File: src/rtl/wdog_two_stage.sv
module wdog_two_stage #(
  parameter bit WIDE     = 1'b1,
  parameter int PRESCALE = 1000,
  parameter int AW       = 2,
  localparam int DW      = WIDE ? 16 : 8,
  localparam int FW      = WIDE ? 10 : 6,
  localparam int BEW     = DW / 8,
  localparam int PW      = (PRESCALE > 1) ? $clog2(PRESCALE) : 1
) (
  input  logic          clk,
  input  logic          rst_n,
  input  logic [AW-1:0] bus_addr,
  input  logic [DW-1:0] bus_wdata,
  input  logic          bus_we,
  input  logic [BEW-1:0] bus_be,
  output logic [DW-1:0] bus_rdata,
  input  logic          nrb_lock,
  output logic          irq,
  output logic          rst_req
);
  localparam logic [FW-1:0] FMAX = {FW{1'b1}};
  localparam logic [DW-1:0] FMASK = DW'(FMAX);

  logic [DW-1:0] tmo_q, bmask, wmask;
  logic [FW-1:0] cnt_q, eff;
  logic [PW-1:0] pre_q;
  logic [2:0]    rcnt_q;
  logic halt_q, ien_q, nrb_q, stage_q, irq_q;
  logic sts_to_q, sts_2nd_q, sts_boot_q;

  wire wr_tmo = bus_we && bus_addr == AW'(0);
  wire wr_rld = bus_we && bus_addr == AW'(1);
  wire wr_ctl = bus_we && bus_addr == AW'(2) && bus_be[0];
  wire wr_sts = bus_we && bus_addr == AW'(3) && bus_be[0];
  wire nrb_eff = nrb_q | nrb_lock;
  wire tick   = !halt_q && pre_q == PW'(PRESCALE - 1);
  wire expire = tick && !wr_rld && cnt_q <= FW'(1);
  wire exp1   = expire && !stage_q;
  wire exp2   = expire && stage_q;
  wire fire   = exp2 && !nrb_eff;

  assign eff = (tmo_q[FW-1:0] < FW'(2)) ? FW'(2) : tmo_q[FW-1:0];
  assign irq = irq_q;
  assign rst_req = rcnt_q != 3'd0;

  always_comb begin
    for (int b = 0; b < BEW; b++) bmask[b*8 +: 8] = {8{bus_be[b]}};
    wmask = bmask & FMASK;
  end

  always_ff @(posedge clk) begin
    if (!rst_n) begin
      tmo_q  <= FMASK;
      halt_q <= 1'b1;
      ien_q  <= 1'b0;
      nrb_q  <= 1'b0;
    end else begin
      if (wr_tmo) tmo_q <= (tmo_q & ~wmask) | (bus_wdata & wmask);
      if (wr_ctl) begin
        halt_q <= bus_wdata[0];
        ien_q  <= bus_wdata[1];
      end
      if (nrb_lock)    nrb_q <= 1'b1;
      else if (wr_ctl) nrb_q <= bus_wdata[2];
    end
  end

  always_ff @(posedge clk) begin
    if (!rst_n) begin
      sts_to_q   <= 1'b0;
      sts_2nd_q  <= 1'b0;
      sts_boot_q <= 1'b0;
      irq_q      <= 1'b0;
      rcnt_q     <= 3'd0;
    end else begin
      sts_to_q   <= exp1 | (sts_to_q   & ~(wr_sts & bus_wdata[0]));
      sts_2nd_q  <= exp2 | (sts_2nd_q  & ~(wr_sts & bus_wdata[1]));
      sts_boot_q <= fire | (sts_boot_q & ~(wr_sts & bus_wdata[2]));
      irq_q      <= exp1 & ien_q;
      if (fire)                rcnt_q <= 3'd4;
      else if (rcnt_q != 3'd0) rcnt_q <= rcnt_q - 3'd1;
    end
  end

  always_ff @(posedge clk) begin
    if (!rst_n) begin
      cnt_q   <= FMAX;
      pre_q   <= '0;
      stage_q <= 1'b0;
    end else if (wr_rld) begin
      cnt_q   <= eff;
      pre_q   <= '0;
      stage_q <= 1'b0;
    end else if (!halt_q) begin
      pre_q <= tick ? '0 : pre_q + PW'(1);
      if (expire) begin
        cnt_q   <= eff;
        stage_q <= ~stage_q;
      end else if (tick) begin
        cnt_q <= cnt_q - FW'(1);
      end
    end
  end

  always_comb begin
    case (bus_addr)
      AW'(0):  bus_rdata = tmo_q;
      AW'(2):  bus_rdata = DW'({nrb_eff, ien_q, halt_q});
      AW'(3):  bus_rdata = DW'({sts_boot_q, sts_2nd_q, sts_to_q});
      default: bus_rdata = '0;
    endcase
  end
endmodule

File: config.mk
export PLATFORM = sky130hd
export DESIGN_NAME = wdog_two_stage
export DESIGN_NICKNAME = d
export VERILOG_FILES = /design/src/rtl/wdog_two_stage.sv
export SDC_FILE = /design/constraint.sdc
export NUM_CORES = 1
export LEC_CHECK = 0
export ABC_AREA = 1
export BUFFER_PORTS_ARGS = -buffer_cell sky130_fd_sc_hd__buf_2
export CAP_MARGIN = 5
export CORE_ASPECT_RATIO = 1.1
export CORE_MARGIN = 4
export CORE_UTILIZATION = 50
export CTS_CLUSTER_SIZE = 8
export DETAILED_ROUTE_END_ITERATION = 8
export PLACE_DENSITY_LB_ADDON = 0.08
export SYNTH_ARGS = -nofsm -noshare
export SYNTH_HDL_FRONTEND = slang
export SYNTH_SLANG_ARGS = --single-unit
export TNS_END_PERCENT = 10
File: constraint.sdc
create_clock -name clk -period 1.55 [get_ports clk]
set_input_delay 0.465 -clock clk [delete_from_list [all_inputs] [get_ports clk]]
set_output_delay 0.465 -clock clk [all_outputs]
set_load 0.1 [all_outputs]
==> out/results.txt, run 1 <==
status -> complete, but fails checks
failing checks -> negative setup slack
worst path required time -> 1.08 ns
PortBufs -> 29
Final Util -> 76.2%
CP Capture Type -> primary output
Ys Warns -> 0
cell depth of the worst flop-to-flop path -> 9
num rows -> 25
DIE WIDTH -> 72.4 microns
Reg-to-Reg End -> cnt_q[0]
cell taking the most area after synthesis -> dfxtp_1
Overall Power -> 3240 uW
clock power share -> 26.9%
Cell Count, Final, Fillers Out -> 449
WL/cell -> 13.5 microns
number of antenna violations at the first check in global routing -> 0
Slew Viols, Final -> 0
CTS tree -> yes
routed vias/inst -> 5.10
Setup-failing EPs final -> 15
FMAX -> 579 MHz
clock transition at the registers of the reported paths -> 0.08 ns
Inserted Diodes -> 0
cts hold-fix bufs -> 0
PwrDens -> 979 nW/um^2
startpoint types -> input pin
main flop type after synthesis -> dfxtp_1
DP HPWL -> 4320 microns
Clock Skew -> 0.00507 ns
Final WS setup -> -0.176 ns
Total GRT Usage -> 21.2%
sequential power share -> 35.9%
Int Pwr -> 2090 uW
H-tree levels -> 2
RePlAce Congestion -> 0.826
Synth-to-Final Area Change -> 45.3%
global-route wire length before repair -> 9670 microns
hold slack -> 0.381 ns
Total Die Area -> 5700 sq um
Synth Instances -> 328
worst path bufs/invs -> 4
highest metal used -> met4
Cell variety after synth -> 32
post-route ant nets -> 0
Yosys top cell area share -> 36.0%
WS Path Type -> in -> out
dpl cells -> 432
CORE AREA -> 4350 sq um
M1 WL -> 2530 microns
unrepaired setup endpoints after global routing -> true
crit path max-delay cell type -> buf_12
via count -> 2290
total gr overflow -> 0
fin nets -> 424
top post-synthesis cells by area -> dfxtp_1 36%, nand2_1 11%, inv_1 8.7%, nor2_1 6.6%, nand3_1 4.6%
switching share of power -> 35.7%
vias in the first global route -> 2172
Hold WC Path Type -> in -> reg
worst skew pair latency -> 0.30 ns
met2 WL -> 3130 microns
Psw -> 1160 uW
Syn Std Cell Area -> 2280 sq um
instance count on the critical path -> 6
Num CTS Buffers -> 5
# DRC -> 0
CP delay by family, top -> buffers and inverters
top-count cell post-synth -> nand2_1
root buf cell -> clkbuf_8
pin count of the biggest net entering global routing -> 16
Critical path origin -> bus_addr[1]
Logic pwr share -> 37.2%
number of max-cap violations -> 0
Initial DRT Pass Iterations -> 4
met3 routed WL -> 277 microns
register area share after synthesis -> 36.0%
CTS sink count -> 41
Final min period -> 1.73 ns
Max FO, Critical Path -> 6
pre-CTS setup slack -> -0.246 ns
Post-synth EDFFs -> 0
worst hold path startpoint -> bus_wdata[4]
Routed WL -> 6080 microns
reg2reg setup slack -> -0.03 ns
Die Height -> 78.8 microns
Crit path arrival time -> 1.26 ns
Leak -> 0.00151 uW
Yosys reg bits -> 41
worst r2r src -> cnt_q[3]
Cell Chain, Critical Path -> buf_6, nor2_4, inv_6, buf_12, nor2_4, buf_12
Async SR Flop Fraction -> 0%
Max Root-Sink Buffers -> 2
First DRT Iteration DRCs -> 153
Top-Level Pins -> 42
hold depth -> 3
Synth Area per Inst -> 6.95 sq um
Final Hold Vio Count -> 0
share of cells above drive strength 1 -> 37.5%
commonest cells in the synthesized netlist -> 68 x nand2_1, 53 x inv_1, 41 x dfxtp_1
VDD IR-drop max -> 1810 uV
final period utilization -> 111%
Worst path max stage delay -> 0.18 ns
Starting Density -> 52.4%
logic make-up (layout without fill, tap and decap cells):
kind of cell | count (synthesis) | after routing | synth area share, %
AOI/OAI and AO/OA | 54 | 54 | 14.7
xor gates and xnor gates | 8 | 8 | 3.07
adders and majority gates | 6 | 6 | 3.29
buffers and inverters | 67 | 129 | 13.2
DFF | 41 | 41 | 36.0
other | 1 | 6 | 0.164
and+or+nand+nor | 151 | 151 | 29.6
layout make-up:
type | count | area [sq um]
fill | 307 | 1030
multi-input combinational | 225 | 1450
clock inverter | 3 | 46.3
timing repair buffer | 67 | 632
inverter | 54 | 218
clock buffer | 5 | 68.8
tap | 54 | 67.6
sequential | 41 | 836
timing repair:
action / 4_1_cts / 5_1_grt
resized for setup: 27 / 43
hold endpoints to repair: 0 / 0
pin swaps: 4 / 18
endpoints found under the setup margin: 26 / 36
setup buffers: 3 / 7
worst max-delay path by stage:
stage	slack, ns	to
2_1_floorplan	-0.32	bus_rdata[0]
3_3_place_gp	-0.20	bus_rdata[1]
3_5_place_dp	-0.25	bus_rdata[0]
4_1_cts	-0.16	bus_rdata[8]
5_1_grt	-0.21	rst_req
6_report	-0.18	bus_rdata[8]
cell usage in the layout, fill, tap and decap left out, drive strengths merged, types with 5 or more instances in the layout:
cell	instances
a21oi	19
buf	67
clkbuf	5
conb	6
dfxtp	41
ha	6
inv	54
nand2	70
nand3	25
nand4	5
nor2	43
nor3	6
o211ai	13
o21ai	16
xor2	7
power groups by stage:
| stage | clock (uW) | combinational (uW) | sequential (uW) |
|---|---|---|---|
| 2_1_floorplan | 0 | 693 | 1170 |
| 3_3_place_gp | 0 | 987 | 1170 |
| 3_5_place_dp | 0 | 1010 | 1180 |
| 4_1_cts | 893 | 1150 | 1160 |
| 5_1_grt | 946 | 1300 | 1170 |
| 6_report | 872 | 1210 | 1160 |
stage by stage:
stage / setup TNS, ns / instance area (sq um)
after global routing: -2.87 / 3310
after detailed placement: -2.69 / 2920
final: -1.59 / 3310
after floorplan: -2.72 / 2430
after CTS: -1.95 / 3130
after global placement: -2.04 / 2920
worst reg2reg max path, stage by stage (launching register included):
cell	delay, ns
dfxtp_1	0.35
nor2_1	0.21
nand2_1	0.13
nor2_4	0.12
nand2_2	0.07
o21ai_4	0.26
nand2_2	0.13
nor2_4	0.12
nor2_1	0.05
nor2_1	0.07
routing by layer:
metal	vias to the layer above	GRT usage (%)
met4	0	6.83
met2	58	36.7
met3	17	3.80
met1	1038	26.3
li1	1177	-
met5	-	0
Note: power is estimated with default switching activity, not from simulation.
==> run 2: changes to the inputs <==
GPL_TIMING_DRIVEN = 1   (was default)
SKIP_CTS_REPAIR_TIMING = 1   (was default)
clock period = 1.5 ns   (was 1.55 ns; I/O delays follow)
==> out/results.txt, run 2 (synthesis gave the netlist of run 1 again) <==
unrepaired setup endpoints after global routing -> true
VDD IR-drop max -> 1700 uV (-5.9%)
final period utilization -> 114%
DP HPWL -> 4280 microns (-0.76%)
worst path required time -> 1.05 ns (-0.03 ns)
Final min period -> 1.71 ns
FMAX -> 584 MHz
setup TNS -> -2.41 ns (-0.814 ns)
num rows -> 25 (unchanged)
First DRT Iteration DRCs -> 109 (-29%)
fin nets -> 433 (+2.1%)
post-route ant nets -> 0 (unchanged)
crit path max-delay cell type -> dfxtp_2
number of max-cap violations -> 0 (unchanged)
status -> complete, but fails checks
Cell Chain, Critical Path -> inv_2, ha_4, ha_4, clkinvlp_4, buf_12
number of fill cells -> 303 (-1.3%)
Final Util -> 78.7% (+2.5 points)
PortBufs -> 29 (unchanged)
most frequent CP cell -> ha_4
Overall Power -> 3540 uW (+9.0%)
Max FO, Critical Path -> 2 (-4)
most frequent cells in the layout -> 63 x nand2_1, 42 x inv_1, 42 x buf_4, 33 x dfxtp_1, 21 x nor2_1
Slew Viols, Final -> 0 (unchanged)
Initial DRT Pass Iterations -> 4 (unchanged)
Total Die Area -> 5700 sq um (unchanged)
global-route wire length before repair -> 9400 microns (-2.9%)
Final Hold Vio Count -> 0 (unchanged)
commonest non-fill, non-tap cell in the layout -> nand2_1
RePlAce Congestion -> 0.841 (+1.9%)
total gr overflow -> 0 (unchanged)
worst hold path startpoint -> bus_wdata[4]
Final WS setup -> -0.211 ns (-0.0351 ns)
CP delay by family, top -> flip-flops
DIE WIDTH -> 72.4 microns (unchanged)
root buf cell -> clkbuf_8
instance count on the critical path -> 5 (-1)
pin count of the biggest net entering global routing -> 25 (+9)
Max Root-Sink Buffers -> 2 (unchanged)
Critical path origin -> rcnt_q[0]
PwrDens -> 1030 nW/um^2 (+5.6%)
worst skew pair latency -> 0.30 ns (about the same)
number of antenna violations at the first check in global routing -> 0 (unchanged)
vias in the first global route -> 2247 (+3.5%)
WS Path Type -> reg -> out
Total GRT Usage -> 20.3% (-0.86 points)
Worst path max stage delay -> 0.34 ns (+0.16 ns)
Hold WC Path Type -> in -> reg
WL/cell -> 13.0 microns (-3.8%)
Num CTS Buffers -> 5 (unchanged)
failing checks -> negative setup slack
cell depth of the worst flop-to-flop path -> 10 (+1)
Leak -> 0.00155 uW (+3.2%)
CORE AREA -> 4350 sq um (unchanged)
worst r2r src -> pre_q[0]
via count -> 2341 (+2.2%)
Die Height -> 78.8 microns (unchanged)
startpoint types -> register
Inserted Diodes -> 0 (unchanged)
Setup-failing EPs final -> 25 (+10)
H-tree levels -> 2 (unchanged)
clock transition at the registers of the reported paths -> 0.09 ns (about the same)
Synth-to-Final Area Change -> 50.1%
Routed WL -> 5970 microns (-1.9%)
Clock Skew -> 0.00955 ns (+0.00447 ns)
share of cells above drive strength 1 -> 38.4% (+0.90 points)
CTS sink count -> 41 (unchanged)
# DRC -> 0 (unchanged)
worst path bufs/invs -> 3 (-1)
CP Capture Type -> primary output
Starting Density -> 52.4% (unchanged)
Cell Count, Final, Fillers Out -> 458 (+2.0%)
hold depth -> 3 (unchanged)
routed vias/inst -> 5.11 (+0.22%)
CTS tree -> yes
dpl cells -> 445 (+3.0%)
Crit path arrival time -> 1.26 ns (about the same)
Top-Level Pins -> 42 (unchanged)
==> run 2: report_power, final <==
part	internal [uW]	switching [uW]
Combinational	506	742
Clock	670	421
Sequential	1160	41.2
==> run 2: tightest hold or removal path: stages <==
cell      delay [ns]
buf_2           0.07
nand2_1         0.04
o211ai_1        0.06
==> run 2: metal layers <==
layer	vias up	part of all wire, %	global-route usage, %
met3	14	4.2	3.80
met2	61	53	36.5
met4	0	2.2	7.01
met5	-	0	0
li1	1189	-	-
met1	1077	40	23.8
==> run 2: worst paths after layout <==
| check | end | slack [ns] |
|---|---|---|
| min reg2reg | rcnt_q[0] | 0.46 |
| max | rst_req | -0.21 |
| max reg2reg | cnt_q[0] | -0.11 |
| min | register | 0.37 |
==> run 2: stage by stage <==
stage	hold WS, ns	worst slack, ns	area (sq um)
finish	0.366	-0.211	3420
detailed placement	0.447	-0.236	3030
CTS	0.365	-0.369	3170
global placement	0.445	-0.231	3030
global route	0.394	-0.256	3420
floorplan	0.434	-0.338	2440
==> run 2: area by class of cell <==
type	instances	area, sq um	area share (%)
timing repair buffer	76	702	20.5
clock inverter	3	68.8	2.01
sequential	41	836	24.4
clock buffer	5	68.8	2.01
multi-input combinational	225	1460	42.7
inverter	54	218	6.36
tap	54	67.6	1.98
==> run 3: changes to the inputs <==
CORE_UTILIZATION = 55   (was 50)
SETUP_SLACK_MARGIN = 0.3   (was default)
clock period = 1.7 ns   (was 1.5 ns; I/O delays follow)
==> out/results.txt, run 3 (synthesis gave the netlist of run 1 again) <==
Reg-to-Reg End -> cnt_q[0]
Cell Count, Final, Fillers Out -> 427 (-6.8%)
First DRT Iteration DRCs -> 120 (+10%)
vias in the first global route -> 2071 (-7.8%)
reg2reg setup slack -> 0.11 ns (+0.22 ns)
hold slack -> 0.424 ns (+0.0577 ns)
Leak -> 0.00143 uW (-8.3%)
VDD IR-drop max -> 1380 uV (-19%)
Die Height -> 75.5 microns (-4.2%)
dpl cells -> 418 (-6.1%)
Clock Skew -> 0.00453 ns (-0.00502 ns)
WL/cell -> 14.9 microns (+15%)
end of the critical path -> bus_rdata[7]
Overall Power -> 2920 uW (-17%)
number of max-cap violations -> 0 (unchanged)
Final Hold Vio Count -> 0 (unchanged)
post-route ant nets -> 0 (unchanged)
Slew Viols, Final -> 0 (unchanged)
RePlAce Congestion -> 0.869 (+3.3%)
worst path required time -> 1.19 ns (+0.14 ns)
Synth-to-Final Area Change -> 41.7%
Final min period -> 1.82 ns
setup TNS -> -1.11 ns (+1.30 ns)
commonest non-fill, non-tap cell in the layout -> nand2_1
global-route wire length before repair -> 9250 microns (-1.6%)
Num CTS Buffers -> 5 (unchanged)
number of antenna violations at the first check in global routing -> 0 (unchanged)
CTS tree -> yes
PwrDens -> 905 nW/um^2 (-12%)
total gr overflow -> 0 (unchanged)
FMAX -> 549 MHz
Final WS setup -> -0.123 ns (+0.0880 ns)
PortBufs -> 29 (unchanged)
Starting Density -> 57.1% (+4.6 points)
startpoint types -> input pin
share of cells above drive strength 1 -> 35.7% (-2.6 points)
instance count on the critical path -> 6 (+1)
CORE AREA -> 3990 sq um (-8.1%)
cell depth of the worst flop-to-flop path -> 10 (unchanged)
Crit path arrival time -> 1.31 ns (+0.05 ns)
Total Die Area -> 5240 sq um (-8.2%)
Top-Level Pins -> 42 (unchanged)
unrepaired setup endpoints after global routing -> true
hold depth -> 3 (unchanged)
routed vias/inst -> 5.33 (+4.3%)
crit path max-delay cell type -> buf_12
num rows -> 24 (-4.0%)
most frequent cells in the layout -> 63 x nand2_1, 39 x inv_1, 33 x dfxtp_1, 22 x nor2_1
WS Path Type -> in -> out
CP Capture Type -> primary output
failing checks -> negative setup slack
Max Root-Sink Buffers -> 2 (unchanged)
Max FO, Critical Path -> 7 (+5)
Final Util -> 80.9% (+2.2 points)
CTS sink count -> 41 (unchanged)
Inserted Diodes -> 0 (unchanged)
# DRC -> 0 (unchanged)
worst skew pair latency -> 0.30 ns (about the same)
DIE WIDTH -> 69.4 microns (-4.1%)
clock transition at the registers of the reported paths -> 0.08 ns (about the same)
H-tree levels -> 2 (unchanged)
Initial DRT Pass Iterations -> 4 (unchanged)
fin nets -> 404 (-6.7%)
worst path bufs/invs -> 4 (+1)
final period utilization -> 107%
Total GRT Usage -> 22.4% (+2.1 points)
via count -> 2276 (-2.8%)
Routed WL -> 6380 microns (+6.9%)
Critical path origin -> bus_addr[1]
root buf cell -> clkbuf_8
pin count of the biggest net entering global routing -> 17 (-32%)
CP delay by family, top -> buffers and inverters
Cell Chain, Critical Path -> buf_4, nor2_4, inv_4, buf_12, nor2_4, buf_12
Hold WC Path Type -> in -> reg
Setup-failing EPs final -> 11 (-56%)
worst r2r src -> pre_q[1]
status -> complete, but fails checks
Worst path max stage delay -> 0.18 ns (-0.16 ns)
DP HPWL -> 4400 microns (+2.6%)
==> run 3: cell count changes in the layout (fill, tap and decap cells not counted), sizes merged <==
cell      change
buf          -28
bufinv        -1
clkinvlp      -1
inv           +1
==> run 3: worst min path at each step <==
stage,from,slack [ns],to
detailed placement,sts_2nd_q,0.46,sts_2nd_q
finish,bus_wdata[9],0.42,register
floorplan,rcnt_q[0],0.43,rcnt_q[0]
CTS,bus_wdata[9],0.42,register
global placement,rcnt_q[0],0.44,rcnt_q[0]
global route,bus_wdata[8],0.44,register
==> run 3: metrics by stage <==
step           setup WS, ns  cell area, sq um
3_3_place_gp         -0.151              2830
5_1_grt              -0.152              3230
4_1_cts              -0.256              2950
3_5_place_dp         -0.183              2830
6_report             -0.123              3230
2_1_floorplan        -0.258              2430
==> run 3: layout make-up <==
| cell class | instances | area [sq um] |
|---|---|---|
| Clock buffer | 6 | 82.6 |
| Fill cell | 251 | 763 |
| Sequential cell | 41 | 838 |
| Clock inverter | 2 | 37.5 |
| Multi-Input combinational cell | 225 | 1510 |
| Timing Repair Buffer | 47 | 483 |
| Inverter | 54 | 218 |
| Tap cell | 52 | 65.1 |
==> run 3: metal layers <==
layer,wire length (microns),global-route usage [%]
met5,0,0
met4,135,9.33
met1,2460,24.4
met3,278,5.28
met2,3510,42.7
==> run 3: worst register-to-register path: stages, from the launching register on <==
cell and delay, ns:
dfxtp_4 0.38, ha_4 0.17, nand2_4 0.06, nor2_4 0.12, nand3_4 0.13, nand2_4 0.12, inv_1 0.15, nor2_1 0.12
nand2_1 0.06, nor2_1 0.14, nor2_1 0.06
==> run 3: report_power, final <==
part | switching [uW] | leakage, uW | internal (uW)
sequential | 43.0 | 0.000336 | 1020
combinational | 655 | 0.00103 | 377
clock | 354 | 0.0000574 | 477
